## config.mk

```make
export PLATFORM = sky130hd
export DESIGN_NAME = cond_branch_unit
export DESIGN_NICKNAME = d
export VERILOG_FILES = /design/src/rtl/cbu_pkg.sv /design/src/rtl/cbu_cond_decode.sv /design/src/rtl/cbu_target_calc.sv /design/src/rtl/cbu_cycle_cost.sv /design/src/rtl/cond_branch_unit.sv
export SDC_FILE = /design/constraint.sdc
export NUM_CORES = 1
export LEC_CHECK = 0
export ABC_AREA = 1
export BUFFER_PORTS_ARGS = -buffer_cell sky130_fd_sc_hd__buf_2
export CORE_ASPECT_RATIO = 1.2
export CORE_MARGIN = 1
export CORE_UTILIZATION = 60
export DETAILED_ROUTE_END_ITERATION = 16
export PLACE_DENSITY = 0.9
export SYNTH_ARGS = -nofsm -noshare
export SYNTH_HDL_FRONTEND = slang
export SYNTH_SLANG_ARGS = --single-unit
```

## constraint.sdc

```tcl
create_clock -name clk -period 9.3 [get_ports clk]
set_input_delay 1.86 -clock clk [delete_from_list [all_inputs] [get_ports clk]]
set_output_delay 1.86 -clock clk [all_outputs]
set_load 0.05 [all_outputs]
```

## src/rtl/cbu_pkg.sv

```systemverilog
// Package: shared constants and types for the conditional branch unit.
// Assumes 8-bit opcodes; all address widths are set on the modules.
package cbu_pkg;

    localparam int OP_W = 8;

    // Low opcode bits that mark a member of the branch group
    localparam int          SIG_W   = 5;
    localparam logic [4:0]  BR_SIG  = 5'b10000;

    // Cycle costs of the four outcome kinds
    localparam int COST_BAD   = 0;
    localparam int COST_NOT   = 2;
    localparam int COST_SAME  = 3;
    localparam int COST_CROSS = 4;

    // Bytes in one branch instruction (opcode + displacement)
    localparam int INSN_BYTES = 2;

    // Flag chosen by opcode bits 7:6
    typedef enum logic [1:0] {
        SEL_NEG = 2'b00,
        SEL_OVF = 2'b01,
        SEL_CRY = 2'b10,
        SEL_ZER = 2'b11
    } flag_sel_e;

endpackage

```

## src/rtl/cbu_cond_decode.sv

```systemverilog
// Module: cbu_cond_decode
// Classifies an opcode as a branch and evaluates its condition.
// Assumes the flag-select field sits in bits 7:6 and the wanted
// flag value in bit 5; purely combinational.
module cbu_cond_decode
    import cbu_pkg::*;
(
    input  logic [OP_W-1:0] opcode,
    input  logic            flag_n,
    input  logic            flag_v,
    input  logic            flag_c,
    input  logic            flag_z,
    output logic            is_branch,
    output logic            take
);

    localparam int SEL_HI  = OP_W - 1;
    localparam int SEL_LO  = OP_W - 2;
    localparam int POL_BIT = OP_W - 3;

    flag_sel_e sel;
    logic      chosen;

    assign sel       = flag_sel_e'(opcode[SEL_HI:SEL_LO]);
    assign is_branch = (opcode[SIG_W-1:0] == BR_SIG);

    // Pick the tested flag from the select field
    always_comb begin
        case (sel)
            SEL_NEG: chosen = flag_n;
            SEL_OVF: chosen = flag_v;
            SEL_CRY: chosen = flag_c;
            default: chosen = flag_z;
        endcase
    end

    // Taken when the tested flag matches the polarity bit
    always_comb begin
        take = is_branch && (chosen == opcode[POL_BIT]);
    end

endmodule

```

## src/rtl/cbu_target_calc.sv

```systemverilog
// Module: cbu_target_calc
// Computes fall-through and target addresses, the page-crossing
// flag and whether the target is the opcode itself.
// Assumes ADDR_W > DISP_W > 0 and ADDR_W > PAGE_W; arithmetic wraps.
module cbu_target_calc #(
    parameter int ADDR_W = 16,
    parameter int DISP_W = 8,
    parameter int PAGE_W = 8,
    parameter int STEP   = 2
) (
    input  logic [ADDR_W-1:0] op_addr,
    input  logic [DISP_W-1:0] disp,
    output logic [ADDR_W-1:0] fall_thru,
    output logic [ADDR_W-1:0] target,
    output logic              page_cross,
    output logic              lands_on_self
);

    localparam int EXT_W = ADDR_W - DISP_W;

    logic [ADDR_W-1:0] disp_ext;

    // Sign-extend the displacement to address width
    always_comb begin
        disp_ext = {{EXT_W{disp[DISP_W-1]}}, disp};
    end

    // Address after the instruction and the branch target
    always_comb begin
        fall_thru = op_addr + ADDR_W'(STEP);
        target    = fall_thru + disp_ext;
    end

    // Page comparison on the high part and self-target detection
    always_comb begin
        page_cross    = (fall_thru[ADDR_W-1:PAGE_W] != target[ADDR_W-1:PAGE_W]);
        lands_on_self = (target == op_addr);
    end

endmodule

```

## src/rtl/cbu_cycle_cost.sv

```systemverilog
// Module: cbu_cycle_cost
// Maps the branch outcome to the instruction's cycle count.
// Assumes CYC_W is wide enough for the largest cost; combinational.
module cbu_cycle_cost
    import cbu_pkg::*;
#(
    parameter int CYC_W = 3
) (
    input  logic             is_branch,
    input  logic             take,
    input  logic             page_cross,
    output logic [CYC_W-1:0] cycles
);

    // Select the cost for the outcome kind
    always_comb begin
        if (!is_branch)
            cycles = CYC_W'(COST_BAD);
        else if (!take)
            cycles = CYC_W'(COST_NOT);
        else if (page_cross)
            cycles = CYC_W'(COST_CROSS);
        else
            cycles = CYC_W'(COST_SAME);
    end

endmodule

```

## src/rtl/cond_branch_unit.sv

```systemverilog
// Module: cond_branch_unit
// Resolves one relative conditional branch per accepted request and
// returns a registered result one clock later, held until consumed.
// Assumes a synchronous active-low reset; flags are sampled with the
// request.
module cond_branch_unit
    import cbu_pkg::*;
#(
    parameter int ADDR_W = 16,
    parameter int DISP_W = 8,
    parameter int PAGE_W = 8,
    parameter int CYC_W  = 3
) (
    input  logic              clk,
    input  logic              rst_n,
    input  logic              in_valid,
    output logic              in_ready,
    input  logic [OP_W-1:0]   in_opcode,
    input  logic [DISP_W-1:0] in_disp,
    input  logic [ADDR_W-1:0] in_pc,
    input  logic              flag_n,
    input  logic              flag_v,
    input  logic              flag_c,
    input  logic              flag_z,
    output logic              out_valid,
    input  logic              out_ready,
    output logic [ADDR_W-1:0] out_next_pc,
    output logic              out_taken,
    output logic [CYC_W-1:0]  out_cycles,
    output logic              out_self_loop,
    output logic              out_unsupported
);

    logic              is_branch;
    logic              take;
    logic [ADDR_W-1:0] fall_thru;
    logic [ADDR_W-1:0] target;
    logic              page_cross;
    logic              lands_on_self;
    logic [CYC_W-1:0]  cost;
    logic [ADDR_W-1:0] next_pc;
    logic              accept;

    cbu_cond_decode u_decode (
        .opcode    (in_opcode),
        .flag_n    (flag_n),
        .flag_v    (flag_v),
        .flag_c    (flag_c),
        .flag_z    (flag_z),
        .is_branch (is_branch),
        .take      (take)
    );

    cbu_target_calc #(
        .ADDR_W (ADDR_W),
        .DISP_W (DISP_W),
        .PAGE_W (PAGE_W),
        .STEP   (INSN_BYTES)
    ) u_target (
        .op_addr       (in_pc),
        .disp          (in_disp),
        .fall_thru     (fall_thru),
        .target        (target),
        .page_cross    (page_cross),
        .lands_on_self (lands_on_self)
    );

    cbu_cycle_cost #(
        .CYC_W (CYC_W)
    ) u_cost (
        .is_branch  (is_branch),
        .take       (take),
        .page_cross (page_cross),
        .cycles     (cost)
    );

    // Handshake: free when empty or when the held result leaves now
    always_comb begin
        in_ready = !out_valid || out_ready;
        accept   = in_valid && in_ready;
    end

    // Next address: pass-through, fall-through or target
    always_comb begin
        if (!is_branch)
            next_pc = in_pc;
        else if (take)
            next_pc = target;
        else
            next_pc = fall_thru;
    end

    // Result-valid flag
    always_ff @(posedge clk) begin
        if (!rst_n)
            out_valid <= 1'b0;
        else if (accept)
            out_valid <= 1'b1;
        else if (out_ready)
            out_valid <= 1'b0;
    end

    // Result registers, loaded only on acceptance
    always_ff @(posedge clk) begin
        if (!rst_n) begin
            out_next_pc     <= '0;
            out_taken       <= 1'b0;
            out_cycles      <= '0;
            out_self_loop   <= 1'b0;
            out_unsupported <= 1'b0;
        end else if (accept) begin
            out_next_pc     <= next_pc;
            out_taken       <= take;
            out_cycles      <= cost;
            out_self_loop   <= take && lands_on_self;
            out_unsupported <= !is_branch;
        end
    end

endmodule

```

### After elaboration in Yosys (flattened, before gate mapping)

Index checks and enable logic that the tools add are counted.

| word-level totals | value |
|---|---|
| ROM bits | 0 |
| bits in latches | 0 |
| memories kept | 0 |
| output and inout port bits | 24 |
| RAM bits | 0 |
| flip-flop bits (word level) | 23 |

| operators by class | value |
|---|---|
| mux-type cells | 8 |
| equality and inequality tests | 6 |
| multiply operators | 0 |
| shift operators | 0 |
| magnitude comparators | 0 |
| bitwise operators | 0 |
| divide/modulo/power cells | 0 |
| $add $sub $neg | 2 |
| reductions and logical operators | 8 |

Operators with widths:

| cell | number |
|---|---|
| $mux 16 | 2 |
| $add 16x16->16 | 1 |
| $add 16x2->16 const B | 1 |
| $eq 16x16->1 | 1 |
| $mux 3 | 3 |
| $ne 8x8->1 | 1 |
| $eq 5x5->1 const B | 1 |
| $logic_and 1x1->1 | 3 |
| $pmux 1 s3 | 1 |
| $eq 2x1->1 const B | 1 |
| $eq 2x2->1 const B | 1 |
| $logic_not 1->1 | 2 |
| $logic_not 2->1 | 1 |
| $mux 1 | 2 |
| $reduce_bool 2->1 | 1 |
| $eq 1x1->1 | 1 |
| $logic_or 1x1->1 | 1 |

### Longest topological paths before layout

Gate-level depths: netlist of run 1.

| logic depth | value |
|---|---|
| depth in word-level cells | 6 |
| depth in mapped cells | 23 |
| mapped depth without buffers | 23 |

### Cells and area by module

Synthesis of run 1 repeated with hierarchy kept, for this count alone.

| second synthesis, totals | value |
|---|---|
| cells, all modules | 639 |
| area, all modules | 3499.6 um^2 |

Modules (own cells, without submodules):

| module | times used | area each (um^2) | sequential area each (um^2) | cells each |
|---|---|---|---|---|
| cbu_target_calc | 1 | 1939.4 | 0.0 | 377 |
| cond_branch_unit | 1 | 1448.9 | 460.4 | 240 |
| cbu_cond_decode | 1 | 87.6 | 0.0 | 16 |
| cbu_cycle_cost | 1 | 23.8 | 0.0 | 6 |

### Worst setup path after synthesis of run 1

OpenSTA, ideal clock, no wires.

| path | value |
|---|---|
| path kind | input to register |
| start | input in_pc[1] |
| end | register out_cycles[1] |
| data arrival time | 4116 ps |
| setup time | 67 ps |
| stages | 21 |
| slack | 5116 ps |
| path through | ha_1 nand2_2 nor2_2 nand2_2 xor2_2 ha_1 nand2_1 inv_1 nand2_1 nand2_1 a21oi_1 nand2_1 nand2_2 nand2_2 nand2_1 nand2_2 nor2_4 nand2_2 o21bai_4 nand2_2 a21oi_2 |

| between the ends | value |
|---|---|
| cells in the longest elaborated chain, start to end | 6 |

Ends and longest elaborated chain:

| what | RTL line | source |
|---|---|---|
| from (decl) | cond_branch_unit.sv:20 | `input logic [ADDR_W-1:0] in_pc,` |
| $add 16x2->16 * | cbu_target_calc.sv:30 | `fall_thru = op_addr + ADDR_W'(STEP);` |
| $add 16x16->16 | cbu_target_calc.sv:31 | `target = fall_thru + disp_ext;` |
| $ne 8x8->1 * | cbu_target_calc.sv:36 | `page_cross = (fall_thru[ADDR_W-1:PAGE_W] != target[ADDR_W-1:PAGE_W]);` |
| $mux 3 * | cbu_cycle_cost.sv:21 | `else if (page_cross)` |
| $mux 3 * | cbu_cycle_cost.sv:19 | `else if (!take)` |
| $mux 3 * | cbu_cycle_cost.sv:17 | `if (!is_branch)` |
| to (signal assigned) | cond_branch_unit.sv:114 | `out_cycles <= cost;` |
| to (decl) | cond_branch_unit.sv:29 | `output logic [CYC_W-1:0] out_cycles,` |

Every way passes the cells marked *; elsewhere a longest branch is shown, timed or not.
A chain may end at the register's enable or synchronous reset.

### Worst setup path in the final report of run 1

Same ends and word-level chain as after synthesis.

==> flow_results.xml, run 1 <==
<?xml version="1.0" encoding="UTF-8"?>
<metrics>
  <group name="power_and_ir_drop">
    <metric name="pwr-share-clk" unit="%">16.7</metric>
    <metric name="areal_power_density_over_the_cells" unit="nW/um2">105</metric>
    <metric name="cell_internal_pwr" unit="uW">198</metric>
    <metric name="ir_drop_worst_case_vdd" unit="mV">0.0459</metric>
    <metric name="netSwitchingFraction" unit="%">45.4</metric>
    <metric name="leakagePower" unit="uW">0.00184</metric>
    <metric name="power.switching" unit="uW">165</metric>
    <metric name="power.share.combinational" unit="%">54.0</metric>
    <metric name="pwr-share-seq" unit="%">29.3</metric>
  </group>
  <group name="final_layout">
    <metric name="num-nets-final" unit="">634</metric>
    <metric name="fin_util" unit="%">70.1</metric>
    <metric name="fill_count" unit="">431</metric>
    <metric name="share_of_post_route_cells_with_drive_strength_above_1" unit="%">20.7</metric>
    <metric name="layout.cells.non_filler" unit="">636</metric>
    <metric name="flow.area_growth_from_synthesis" unit="%">12.9</metric>
    <metric name="insertedDiodeCount" unit="">0</metric>
    <metric name="finish.instance_area" unit="um2">3440</metric>
  </group>
  <group name="synthesis">
    <metric name="post_synth_num_cell_types" unit="">36</metric>
    <metric name="synth.cell_area" unit="um2">3040</metric>
    <metric name="synth_sequential_area_ratio" unit="%">15.1</metric>
    <metric name="syn_area_per_cell" unit="um2">5.87</metric>
    <metric name="synth.top_cell.area_share" unit="%">20.7</metric>
    <metric name="ys_warn_count" unit="">0</metric>
    <metric name="synth_cells" unit="">519</metric>
    <metric name="postSynthRegisterBits" unit="">23</metric>
    <metric name="synth.top_cells.by_area" unit="">nand2_1, dfxtp_1, nand3_1</metric>
    <metric name="synth.largest_area_cell" unit="">nand2_1</metric>
    <metric name="total_nets_after_synthesis" unit="">576</metric>
  </group>
  <group name="worst_hold_path">
    <metric name="hold_path.class" unit="">reg -&gt; reg</metric>
    <metric name="hold_path_startpoint" unit="">out_next_pc[2]</metric>
    <metric name="min_delay_worst_endpoint" unit="">out_next_pc[2]</metric>
    <metric name="holdPathStages" unit="">2</metric>
  </group>
  <group name="timing">
    <metric name="clock_skew" unit="ps">2.89</metric>
    <metric name="rsz0062_at_grt" unit="">no</metric>
    <metric name="finalMaxSlewViolations" unit="">0</metric>
    <metric name="max_freq" unit="GHz">0.216</metric>
    <metric name="fin_setup_tns" unit="ps">0</metric>
    <metric name="max_slew_margin" unit="%">52.7</metric>
    <metric name="period_minus_slack" unit="ps">4620</metric>
    <metric name="worst_pin_slew" unit="ps">709</metric>
    <metric name="finalSetupViolations" unit="">0</metric>
    <metric name="post-route-worst-setup-slack" unit="ps">4680</metric>
    <metric name="hold_viol_final" unit="">0</metric>
    <metric name="min_period_over_period" unit="%">49.7</metric>
  </group>
  <group name="placed_design">
    <metric name="place_worst_setup_slack" unit="ps">4430</metric>
    <metric name="place_inst" unit="">632</metric>
    <metric name="post_dp_cell_area" unit="um2">3390</metric>
    <metric name="port_buffers" unit="">63</metric>
    <metric name="detailedPlacementHpwl" unit="um">7020</metric>
    <metric name="gp_congestion" unit="">0.956</metric>
  </group>
  <group name="global_route">
    <metric name="number_of_global_route_vias_before_repair" unit="">3233</metric>
    <metric name="use_met1" unit="%">39.0</metric>
    <metric name="gr-max-usage-layer" unit="">met2</metric>
    <metric name="grt.met3_usage" unit="%">3.14</metric>
    <metric name="grt_overflow_total" unit="">0</metric>
    <metric name="number_of_antenna_violations_at_the_first_check_in_global_routing" unit="">0</metric>
    <metric name="use_met2" unit="%">56.7</metric>
    <metric name="global_route.usage.total" unit="%">33.3</metric>
    <metric name="grt_first_pass_wirelength" unit="um">14000</metric>
    <metric name="grt_start_max_net_pins" unit="">28</metric>
  </group>
  <group name="critical_path">
    <metric name="cp-start-kind" unit="">input port</metric>
    <metric name="worst_path_max_delay_cell" unit="">ha_1</metric>
    <metric name="cpPeakStageDelay" unit="ps">370</metric>
    <metric name="worst_path_most_repeated_cell" unit="">nand2_2</metric>
    <metric name="worst-endpoint-required" unit="ps">9490</metric>
    <metric name="critical_path_peak_fanout" unit="">6</metric>
    <metric name="crit_end_element" unit="">flop</metric>
    <metric name="cp_data_arrival_time" unit="ps">4820</metric>
    <metric name="worstSetupPathType" unit="">in -&gt; reg</metric>
    <metric name="r2r_start" unit="">out_valid</metric>
    <metric name="ordered_list_of_cells_on_the_worst_path" unit="">buf_2 -&gt; ha_1 -&gt; nand2_2 -&gt; nor2_2 -&gt; nand2_2 -&gt; xor2_2 -&gt; ha_1 -&gt; nand2_1 -&gt; inv_1 -&gt; a21oi_1 -&gt; nor2_1 -&gt; nor2_1 -&gt; nand2_1 -&gt; xor2_1 -&gt; nor2_4 -&gt; nand2_2 -&gt; o21bai_4 -&gt; nand2_2 -&gt; a21oi_2</metric>
    <metric name="worst_r2r_endpoint" unit="">out_next_pc[12]</metric>
    <metric name="ff2ff_setup_slack" unit="ps">7220</metric>
    <metric name="reg2regPathDepth" unit="">5</metric>
  </group>
  <group name="die">
    <metric name="dieHeight" unit="um">80.0</metric>
    <metric name="floorplan.initialDensity" unit="%">62.1</metric>
    <metric name="die_area" unit="um2">5360</metric>
    <metric name="io-pin-count" unit="">64</metric>
    <metric name="design.core.area" unit="um2">4900</metric>
    <metric name="floorplan.die.width" unit="um">67.0</metric>
    <metric name="placement_rows" unit="">28</metric>
  </group>
  <group name="clock_tree">
    <metric name="cts.repair_timing.setup_buffer_count" unit="">0</metric>
    <metric name="post_cts_hold_buffer_count" unit="">0</metric>
    <metric name="cts_tree" unit="">built</metric>
    <metric name="worst_setup_hold_path_clk_slew" unit="ps">80</metric>
    <metric name="insertion_delay" unit="ps">260</metric>
    <metric name="clockBufferDepth" unit="">2</metric>
    <metric name="clock_sinks" unit="">23</metric>
    <metric name="postCtsResizedCells" unit="">0</metric>
    <metric name="cts.htree.levels" unit="">1</metric>
    <metric name="clock-root-buffer" unit="">clkbuf_8</metric>
    <metric name="cts_buffers" unit="">3</metric>
  </group>
  <group name="detailed_routing">
    <metric name="detail_route.vias_per_cell" unit="">5.64</metric>
    <metric name="drt-total-wl" unit="um">8510</metric>
    <metric name="detailedRoute.firstIterationViolations" unit="">303</metric>
    <metric name="post_drt_wl_per_cell" unit="um">13.4</metric>
    <metric name="tritonroute_pass_1_iters" unit="">5</metric>
    <metric name="dr_total_vias" unit="">3586</metric>
    <metric name="post-route-drc-count" unit="">0</metric>
    <metric name="route.antenna.remaining_nets" unit="">0</metric>
  </group>
  <group name="outcome">
    <metric name="outcome" unit="">finished clean</metric>
  </group>
  <group name="job">
    <metric name="maxCapViolCount" unit="">0</metric>
  </group>
</metrics>
==> synthesized netlist by cell type <==
| library cell | number |
|---|---|
| a21oi_1 | 12 |
| a21oi_2 | 2 |
| a31oi_1 | 14 |
| and2_1 | 4 |
| and2_2 | 1 |
| buf_2 | 3 |
| clkbuf_1 | 7 |
| clkinv_1 | 1 |
| dfxtp_1 | 23 |
| fa_1 | 1 |
| ha_1 | 16 |
| inv_1 | 70 |
| inv_2 | 8 |
| nand2_1 | 168 |
| nand2_2 | 18 |
| nand3_1 | 63 |
| nand3_2 | 7 |
| nand3_4 | 1 |
| nand3b_1 | 3 |
| nand4_1 | 8 |
| nor2_1 | 30 |
| nor2_2 | 8 |
| nor2_4 | 4 |
| nor3_1 | 3 |
| nor3_2 | 1 |
| nor3_4 | 1 |
| o211ai_1 | 16 |
| o21ai_0 | 3 |
| o21bai_4 | 1 |
| o22ai_1 | 1 |
| or2_0 | 1 |
| or2_1 | 1 |
| xnor2_1 | 4 |
| xnor3_1 | 1 |
| xor2_1 | 13 |
| xor2_2 | 1 |
==> critical path: cells and delay by family <==
kind | cells | cell delay (ps)
fa+ha+maj | 2 | 590
buf+inv | 2 | 210
xor+xnor | 2 | 480
simple gates | 10 | 1170
compound gates | 3 | 490
==> sequential cells by signal, indices dropped and copies added, names as in the netlist <==
register and cells:
out_next_pc 16, out_self_loop 1, out_cycles 3, out_taken 1, out_valid 1, out_unsupported 1
==> how the worst max path moves through the flow <==
| stage | startpoint | end | slack (ps) | cells past startpoint |
|---|---|---|---|---|
| after global placement | in_pc[1] | out_cycles[1] | 4580 | 22 |
| after floorplan | in_pc[1] | out_cycles[1] | 5120 | 21 |
| after CTS | in_pc[1] | out_cycles[1] | 4700 | 19 |
| final | in_pc[1] | out_cycles[1] | 4680 | 19 |
| after global routing | in_pc[1] | out_cycles[1] | 4400 | 20 |
| after detailed placement | in_pc[1] | out_cycles[1] | 4430 | 19 |
==> kinds of logic after synthesis <==
group | count (synthesis) | synth area share (%)
AO/OA/AOI/OAI | 49 | 10.7
XOR/XNOR | 19 | 6.17
adder cells (fa/ha/maj) | 17 | 7.23
buffers and inverters | 89 | 11.1
flip-flops | 23 | 15.1
AND/OR/NAND/NOR | 322 | 49.7
==> metrics by stage <==
| stage | power (uW) | hold slack (ps) |
|---|---|---|
| 2_1_floorplan | 255 | 690 |
| 3_3_place_gp | 295 | 451 |
| 3_5_place_dp | 301 | 454 |
| 4_1_cts | 359 | 466 |
| 5_1_grt | 390 | 504 |
| 6_report | 363 | 465 |
==> cell usage in the layout, fill, tap and decap left out, types with 2 or more instances in the layout <==
master and count:
nand2_2 18, o21ai_0 3, a31oi_1 14, nand3b_1 3, nand4_1 8, dfxtp_1 23
nand3_2 7, clkbuf_8 3, nor2_1 30, ha_1 16, nor2_4 4, xor2_1 13
a21oi_2 2, xnor2_1 4, nor3_1 3, inv_2 8, buf_2 63, a21oi_1 12
and2_1 4, nor2_2 8, nand3_1 63, inv_1 70, o211ai_1 16, nand2_1 168
==> power by group through the flow <==
stage / Combinational, uW / Sequential [uW] / Clock (uW)
detailed placement: 192 / 109 / 0
CTS: 193 / 106 / 60.2
global route: 218 / 107 / 65.0
finish: 196 / 106 / 60.6
global placement: 186 / 108 / 0
floorplan: 128 / 127 / 0
==> area by class of cell <==
cell class,instances,area (um2),share of cell area [%]
clock buffer,4,45.0,1.31
timing repair buffer,63,315,9.17
sequential,23,460,13.4
tap,60,75.1,2.18
inverter,79,297,8.62
multi-input combinational,407,2250,65.3
==> metal layers <==
| metal | up-vias | wire length [um] |
|---|---|---|
| met5 | - | 0 |
| met4 | 0 | 386 |
| met3 | 45 | 617 |
| met2 | 176 | 4090 |
| met1 | 1573 | 3420 |
| li1 | 1792 | - |
Note: power is estimated with default switching activity, not from simulation.
==> inputs of run 2 (changes only) <==
- CORE_UTILIZATION: 60 -> 51
- PLACE_DENSITY: 0.9 -> 0.82
- clock period: 9.3 -> 3.91 ns (I/O delays scaled with it)
==> flow_results.xml, run 2 (synthesized netlist as in run 1, its figures left out) <==
<?xml version="1.0" encoding="UTF-8"?>
<metrics>
  <group name="final_layout">
    <metric name="layout_commonest_cell" unit="">nand2_1</metric>
    <metric name="layout_top_registers" unit="">out_next_pc: 16 flops, out_cycles: 3 flops</metric>
    <metric name="flow.area_growth_from_synthesis" unit="%">13.8</metric>
    <metric name="largest_register_ffs" unit="">16</metric>
    <metric name="num-nets-final" unit="">634</metric>
    <metric name="multiInputGateArea" unit="um2">2250</metric>
    <metric name="share_of_post_route_cells_with_drive_strength_above_1" unit="%">20.7</metric>
    <metric name="insertedDiodeCount" unit="">0</metric>
    <metric name="largest-register" unit="">out_next_pc</metric>
    <metric name="layout.area.seq" unit="um2">460</metric>
    <metric name="finish.instance_area" unit="um2">3460</metric>
    <metric name="layout_common_cells" unit="">nand2_1, inv_1, nand3_1, buf_2, nor2_1</metric>
    <metric name="fill_count" unit="">584</metric>
  </group>
  <group name="timing">
    <metric name="finalSetupViolations" unit="">0</metric>
    <metric name="clock_skew" unit="ps">0.762</metric>
    <metric name="max_slew_margin" unit="%">50.7</metric>
    <metric name="period_minus_slack" unit="ps">3510</metric>
    <metric name="hold_viol_final" unit="">0</metric>
    <metric name="finalMaxSlewViolations" unit="">0</metric>
    <metric name="min_period_over_period" unit="%">89.9</metric>
    <metric name="rsz0062_at_grt" unit="">no</metric>
    <metric name="worst_pin_slew" unit="ps">739</metric>
    <metric name="fin_setup_tns" unit="ps">0</metric>
    <metric name="max_freq" unit="GHz">0.285</metric>
  </group>
  <group name="die">
    <metric name="die_area" unit="um2">6280</metric>
    <metric name="floorplan.initialDensity" unit="%">53.4</metric>
    <metric name="design.core.area" unit="um2">5710</metric>
    <metric name="placement_rows" unit="">30</metric>
    <metric name="dieHeight" unit="um">86.6</metric>
    <metric name="io-pin-count" unit="">64</metric>
    <metric name="floorplan.die.width" unit="um">72.5</metric>
  </group>
  <group name="worst_hold_path">
    <metric name="holdPathStages" unit="">2</metric>
    <metric name="hold_path.class" unit="">reg -&gt; reg</metric>
    <metric name="min_delay_worst_endpoint" unit="">out_next_pc[2]</metric>
    <metric name="hold_path_startpoint" unit="">out_next_pc[2]</metric>
  </group>
  <group name="power_and_ir_drop">
    <metric name="leakagePower" unit="uW">0.00184</metric>
    <metric name="power.share.combinational" unit="%">53.9</metric>
    <metric name="power.switching" unit="uW">383</metric>
    <metric name="areal_power_density_over_the_cells" unit="nW/um2">246</metric>
    <metric name="cell_internal_pwr" unit="uW">471</metric>
    <metric name="netSwitchingFraction" unit="%">44.8</metric>
    <metric name="pwr-share-seq" unit="%">29.6</metric>
    <metric name="ir_drop_worst_case_vdd" unit="mV">0.108</metric>
    <metric name="pwr-share-clk" unit="%">16.5</metric>
  </group>
  <group name="clock_tree">
    <metric name="clockBufferDepth" unit="">2</metric>
    <metric name="insertion_delay" unit="ps">260</metric>
    <metric name="clock_sinks" unit="">23</metric>
    <metric name="cts.htree.levels" unit="">1</metric>
    <metric name="cts_buffers" unit="">3</metric>
    <metric name="post_cts_hold_buffer_count" unit="">0</metric>
    <metric name="postCtsResizedCells" unit="">0</metric>
    <metric name="worst_setup_hold_path_clk_slew" unit="ps">70</metric>
    <metric name="cts.repair_timing.setup_buffer_count" unit="">0</metric>
    <metric name="clock-root-buffer" unit="">clkbuf_8</metric>
    <metric name="cts_tree" unit="">built</metric>
  </group>
  <group name="detailed_routing">
    <metric name="post-route-drc-count" unit="">0</metric>
    <metric name="detailedRoute.firstIterationViolations" unit="">224</metric>
    <metric name="post_drt_wl_per_cell" unit="um">12.5</metric>
    <metric name="route.antenna.remaining_nets" unit="">0</metric>
    <metric name="tritonroute_pass_1_iters" unit="">4</metric>
    <metric name="dr_total_vias" unit="">3399</metric>
    <metric name="detail_route.vias_per_cell" unit="">5.18</metric>
    <metric name="drt-total-wl" unit="um">8190</metric>
  </group>
  <group name="critical_path">
    <metric name="ff2ff_setup_slack" unit="ps">1830</metric>
    <metric name="path_buf_inv" unit="">2</metric>
    <metric name="worst-endpoint-required" unit="ps">4100</metric>
    <metric name="worst_path_max_delay_cell" unit="">ha_1</metric>
    <metric name="ordered_list_of_cells_on_the_worst_path" unit="">buf_2 -&gt; ha_1 -&gt; nand2_2 -&gt; nor2_2 -&gt; nand2_2 -&gt; xor2_2 -&gt; ha_1 -&gt; nand2_1 -&gt; inv_1 -&gt; a21oi_1 -&gt; nand3_1 -&gt; nand2_1 -&gt; nand2_1 -&gt; nand2_1 -&gt; nand2_1 -&gt; nor2_4 -&gt; nand2_2 -&gt; o21bai_4 -&gt; nand2_2 -&gt; a21oi_2</metric>
    <metric name="worst_r2r_endpoint" unit="">out_next_pc[11]</metric>
    <metric name="crit_family" unit="">simple AND/OR/NAND/NOR gates</metric>
    <metric name="cp-start-kind" unit="">input port</metric>
    <metric name="worstSetupPathType" unit="">in -&gt; reg</metric>
    <metric name="crit_end_element" unit="">flop</metric>
    <metric name="reg2regPathDepth" unit="">5</metric>
    <metric name="cp_data_arrival_time" unit="ps">3700</metric>
    <metric name="critical_path_peak_fanout" unit="">6</metric>
    <metric name="r2r_start" unit="">out_valid</metric>
    <metric name="cpPeakStageDelay" unit="ps">350</metric>
    <metric name="worst_path_most_repeated_cell" unit="">nand2_1</metric>
  </group>
  <group name="job">
    <metric name="maxCapViolCount" unit="">0</metric>
  </group>
  <group name="global_route">
    <metric name="number_of_global_route_vias_before_repair" unit="">3094</metric>
    <metric name="number_of_antenna_violations_at_the_first_check_in_global_routing" unit="">0</metric>
    <metric name="grt_start_max_net_pins" unit="">28</metric>
    <metric name="grt_first_pass_wirelength" unit="um">13900</metric>
    <metric name="grt_overflow_total" unit="">0</metric>
    <metric name="global_route.usage.total" unit="%">27.9</metric>
  </group>
  <group name="placed_design">
    <metric name="gp_congestion" unit="">0.949</metric>
    <metric name="detailedPlacementHpwl" unit="um">6950</metric>
    <metric name="port_buffers" unit="">63</metric>
    <metric name="post_dp_cell_area" unit="um2">3420</metric>
  </group>
  <group name="outcome">
    <metric name="outcome" unit="">finished clean</metric>
  </group>
</metrics>
## run 2: through the flow
step                utilization, %  std cells  setup WS (ps)  total power [uW]  hold slack [ps]
finish                        60.7        656            396               853              467
global route                  60.7        656           53.5               922              506
CTS                           60.7        656            420               852              470
detailed placement            59.9        652            158               715              458
global placement              59.9        652            301               706              451
floorplan                        -        519            804               606              690
## run 2: worst register-to-register path, cell delays in order (launching register included)
cell and delay (ps):
dfxtp_1 310, nand2_1 80, nand2_1 420, nor2_2 770
o211ai_1 250, a31oi_1 180
## run 2: cell type report
class                           instances  share of cell area, %
Tap cell                               80                   2.89
Sequential cell                        23                   13.3
Timing Repair Buffer                   63                   9.10
Inverter                               79                   8.56
Clock buffer                            4                   1.30
Multi-Input combinational cell        407                   64.8
## run 2: worst max path at each step
stage | cells past startpoint | endpoint | slack (ps) | from
6_report | 20 | out_cycles[1] | 400 | in_pc[1]
5_1_grt | 20 | out_self_loop | 50 | in_pc[1]
4_1_cts | 20 | out_cycles[1] | 420 | in_pc[1]
3_5_place_dp | 20 | out_self_loop | 160 | in_pc[1]
3_3_place_gp | 20 | out_self_loop | 300 | in_pc[1]
2_1_floorplan | 21 | out_cycles[1] | 800 | in_pc[1]
## run 2: power groups by stage
stage | Sequential (uW) | Clock, uW | Combinational [uW]
after floorplan | 303 | 0 | 303
after global placement | 257 | 0 | 449
after detailed placement | 258 | 0 | 456
after CTS | 253 | 141 | 458
after global routing | 254 | 153 | 515
final | 253 | 141 | 460
## run 2: layer usage
metal	up-vias	share of wire, %	track usage [%]	routed length [um]
li1	1792	-	-	-
met1	1505	45	35.9	3710
met2	85	47	48.8	3840
met3	17	5.0	1.16	407
met4	0	2.9	10.5	235
met5	-	0	0	0
==> inputs of run 3 (changes only) <==
- CORE_UTILIZATION: 51 -> 35
- PLACE_DENSITY: 0.82 -> 0.61
==> flow_results.xml, run 3 (synthesized netlist as in run 1, its figures left out) <==
<?xml version="1.0" encoding="UTF-8"?>
<metrics>
  <group name="outcome">
    <metric name="outcome" unit="">finished clean</metric>
  </group>
  <group name="placed_design">
    <metric name="gp_congestion" unit="">0.965</metric>
    <metric name="post_dp_cell_area" unit="um2">3460</metric>
    <metric name="port_buffers" unit="">63</metric>
    <metric name="detailedPlacementHpwl" unit="um">7590</metric>
    <metric name="place_worst_setup_slack" unit="ps">145</metric>
  </group>
  <group name="critical_path">
    <metric name="critical_path_peak_fanout" unit="">6</metric>
    <metric name="worstSetupPathType" unit="">in -&gt; reg</metric>
    <metric name="reg2regPathDepth" unit="">5</metric>
    <metric name="cp_data_arrival_time" unit="ps">3660</metric>
    <metric name="worst-endpoint-required" unit="ps">4110</metric>
    <metric name="cp-start-kind" unit="">input port</metric>
    <metric name="crit_end_element" unit="">flop</metric>
  </group>
  <group name="die">
    <metric name="die_area" unit="um2">9080</metric>
    <metric name="floorplan.initialDensity" unit="%">36.7</metric>
    <metric name="dieHeight" unit="um">104</metric>
    <metric name="floorplan.die.width" unit="um">87.1</metric>
    <metric name="design.core.area" unit="um2">8290</metric>
    <metric name="placement_rows" unit="">36</metric>
    <metric name="io-pin-count" unit="">64</metric>
  </group>
  <group name="timing">
    <metric name="rsz0062_at_grt" unit="">no</metric>
    <metric name="max_slew_margin" unit="%">43.6</metric>
    <metric name="finalSetupViolations" unit="">0</metric>
    <metric name="post-route-worst-setup-slack" unit="ps">451</metric>
    <metric name="min_period_over_period" unit="%">88.5</metric>
    <metric name="finalMaxSlewViolations" unit="">0</metric>
    <metric name="period_minus_slack" unit="ps">3460</metric>
    <metric name="worst_pin_slew" unit="ps">846</metric>
    <metric name="clock_skew" unit="ps">3.63</metric>
    <metric name="holdWs" unit="ps">469</metric>
    <metric name="hold_viol_final" unit="">0</metric>
    <metric name="max_freq" unit="GHz">0.289</metric>
    <metric name="fin_setup_tns" unit="ps">0</metric>
  </group>
  <group name="global_route">
    <metric name="grt_first_pass_wirelength" unit="um">15400</metric>
    <metric name="number_of_antenna_violations_at_the_first_check_in_global_routing" unit="">0</metric>
    <metric name="grt_start_max_net_pins" unit="">28</metric>
    <metric name="grt_overflow_total" unit="">0</metric>
    <metric name="global_route.usage.total" unit="%">21.1</metric>
    <metric name="number_of_global_route_vias_before_repair" unit="">3308</metric>
  </group>
  <group name="clock_tree">
    <metric name="clock_sinks" unit="">23</metric>
    <metric name="clock-root-buffer" unit="">clkbuf_8</metric>
    <metric name="post_cts_hold_buffer_count" unit="">0</metric>
    <metric name="postCtsResizedCells" unit="">0</metric>
    <metric name="insertion_delay" unit="ps">270</metric>
    <metric name="cts.htree.levels" unit="">1</metric>
    <metric name="cts.repair_timing.setup_buffer_count" unit="">0</metric>
    <metric name="cts_tree" unit="">built</metric>
    <metric name="worst_setup_hold_path_clk_slew" unit="ps">80</metric>
    <metric name="cts_buffers" unit="">3</metric>
    <metric name="clockBufferDepth" unit="">2</metric>
  </group>
  <group name="worst_hold_path">
    <metric name="holdPathStages" unit="">2</metric>
    <metric name="hold_path.class" unit="">reg -&gt; reg</metric>
  </group>
  <group name="final_layout">
    <metric name="layout_common_cells" unit="">nand2_1, inv_1, nand3_1, buf_2, nor2_1</metric>
    <metric name="largest_register_ffs" unit="">16</metric>
    <metric name="share_of_post_route_cells_with_drive_strength_above_1" unit="%">20.7</metric>
    <metric name="num-nets-final" unit="">634</metric>
    <metric name="layout.area.seq" unit="um2">460</metric>
    <metric name="layout_commonest_cell" unit="">nand2_1</metric>
    <metric name="flow.area_growth_from_synthesis" unit="%">15.2</metric>
    <metric name="largest-register" unit="">out_next_pc</metric>
    <metric name="finish.instance_area" unit="um2">3510</metric>
    <metric name="insertedDiodeCount" unit="">0</metric>
    <metric name="layout_top_registers" unit="">out_next_pc: 16 flops, out_cycles: 3 flops</metric>
    <metric name="multiInputGateArea" unit="um2">2250</metric>
    <metric name="fill_count" unit="">945</metric>
  </group>
  <group name="detailed_routing">
    <metric name="post_drt_wl_per_cell" unit="um">13.0</metric>
    <metric name="detail_route.vias_per_cell" unit="">4.93</metric>
    <metric name="route.antenna.remaining_nets" unit="">0</metric>
    <metric name="drt-total-wl" unit="um">8970</metric>
    <metric name="dr_total_vias" unit="">3399</metric>
    <metric name="tritonroute_pass_1_iters" unit="">4</metric>
    <metric name="post-route-drc-count" unit="">0</metric>
    <metric name="detailedRoute.firstIterationViolations" unit="">124</metric>
  </group>
  <group name="job">
    <metric name="maxCapViolCount" unit="">0</metric>
  </group>
  <group name="power_and_ir_drop">
    <metric name="report.power.total" unit="uW">861</metric>
    <metric name="areal_power_density_over_the_cells" unit="nW/um2">246</metric>
    <metric name="ir_drop_worst_case_vdd" unit="mV">0.109</metric>
    <metric name="leakagePower" unit="uW">0.00184</metric>
  </group>
</metrics>
==> run 3: cell type report <==
| cell class | count | area share, % |
|---|---|---|
| Timing Repair Buffer | 63 | 8.99 |
| Sequential cell | 23 | 13.1 |
| Inverter | 79 | 8.46 |
| Clock buffer | 4 | 1.28 |
| Tap cell | 114 | 4.07 |
| Multi-Input combinational cell | 407 | 64.1 |
==> run 3: power by group <==
group	total [uW]	switching (uW)	internal [uW]
combinational	462	311	151
clock	147	73.8	72.8
sequential	253	5.60	247
==> run 3: critical path: stages <==
cell and delay [ps]:
buf_2 160, ha_1 220, nand2_2 90, nor2_2 250
nand2_2 110, xor2_2 220, ha_1 340, nand2_1 190
inv_1 60, nand2_1 60, nand2_1 70, a21oi_1 230
nand2_1 100, nand2_2 80, nand2_2 70, nand2_1 70
nand2_2 60, nor2_4 80, nand2_2 70, o21bai_4 160
nand2_2 60, a21oi_2 130
==> run 3: path summary, 6_finish.rpt <==
| path | start | endpoint | slack [ps] |
|---|---|---|---|
| worst max register to register | out_valid | out_next_pc[7] | 1670 |
| worst min register to register | out_next_pc[2] | out_next_pc[2] | 470 |
| worst max-delay path | in_pc[1] | out_cycles[1] | 450 |
| worst min-delay path | out_next_pc[2] | out_next_pc[2] | 470 |
==> run 3: routing by layer <==
| metal | track usage [%] | vias up | share of wire, % |
|---|---|---|---|
| met3 | 1.35 | 17 | 3.9 |
| met5 | 0 | - | 0 |
| li1 | - | 1797 | - |
| met1 | 26.6 | 1491 | 45 |
| met4 | 7.49 | 0 | 2.6 |
| met2 | 37.3 | 94 | 49 |
==> run 3: stage by stage <==
stage               cells  util (%)
finish                690      42.3
global route          690      42.3
CTS                   690      42.3
detailed placement    686      41.8
global placement      686      41.8
floorplan             519         -
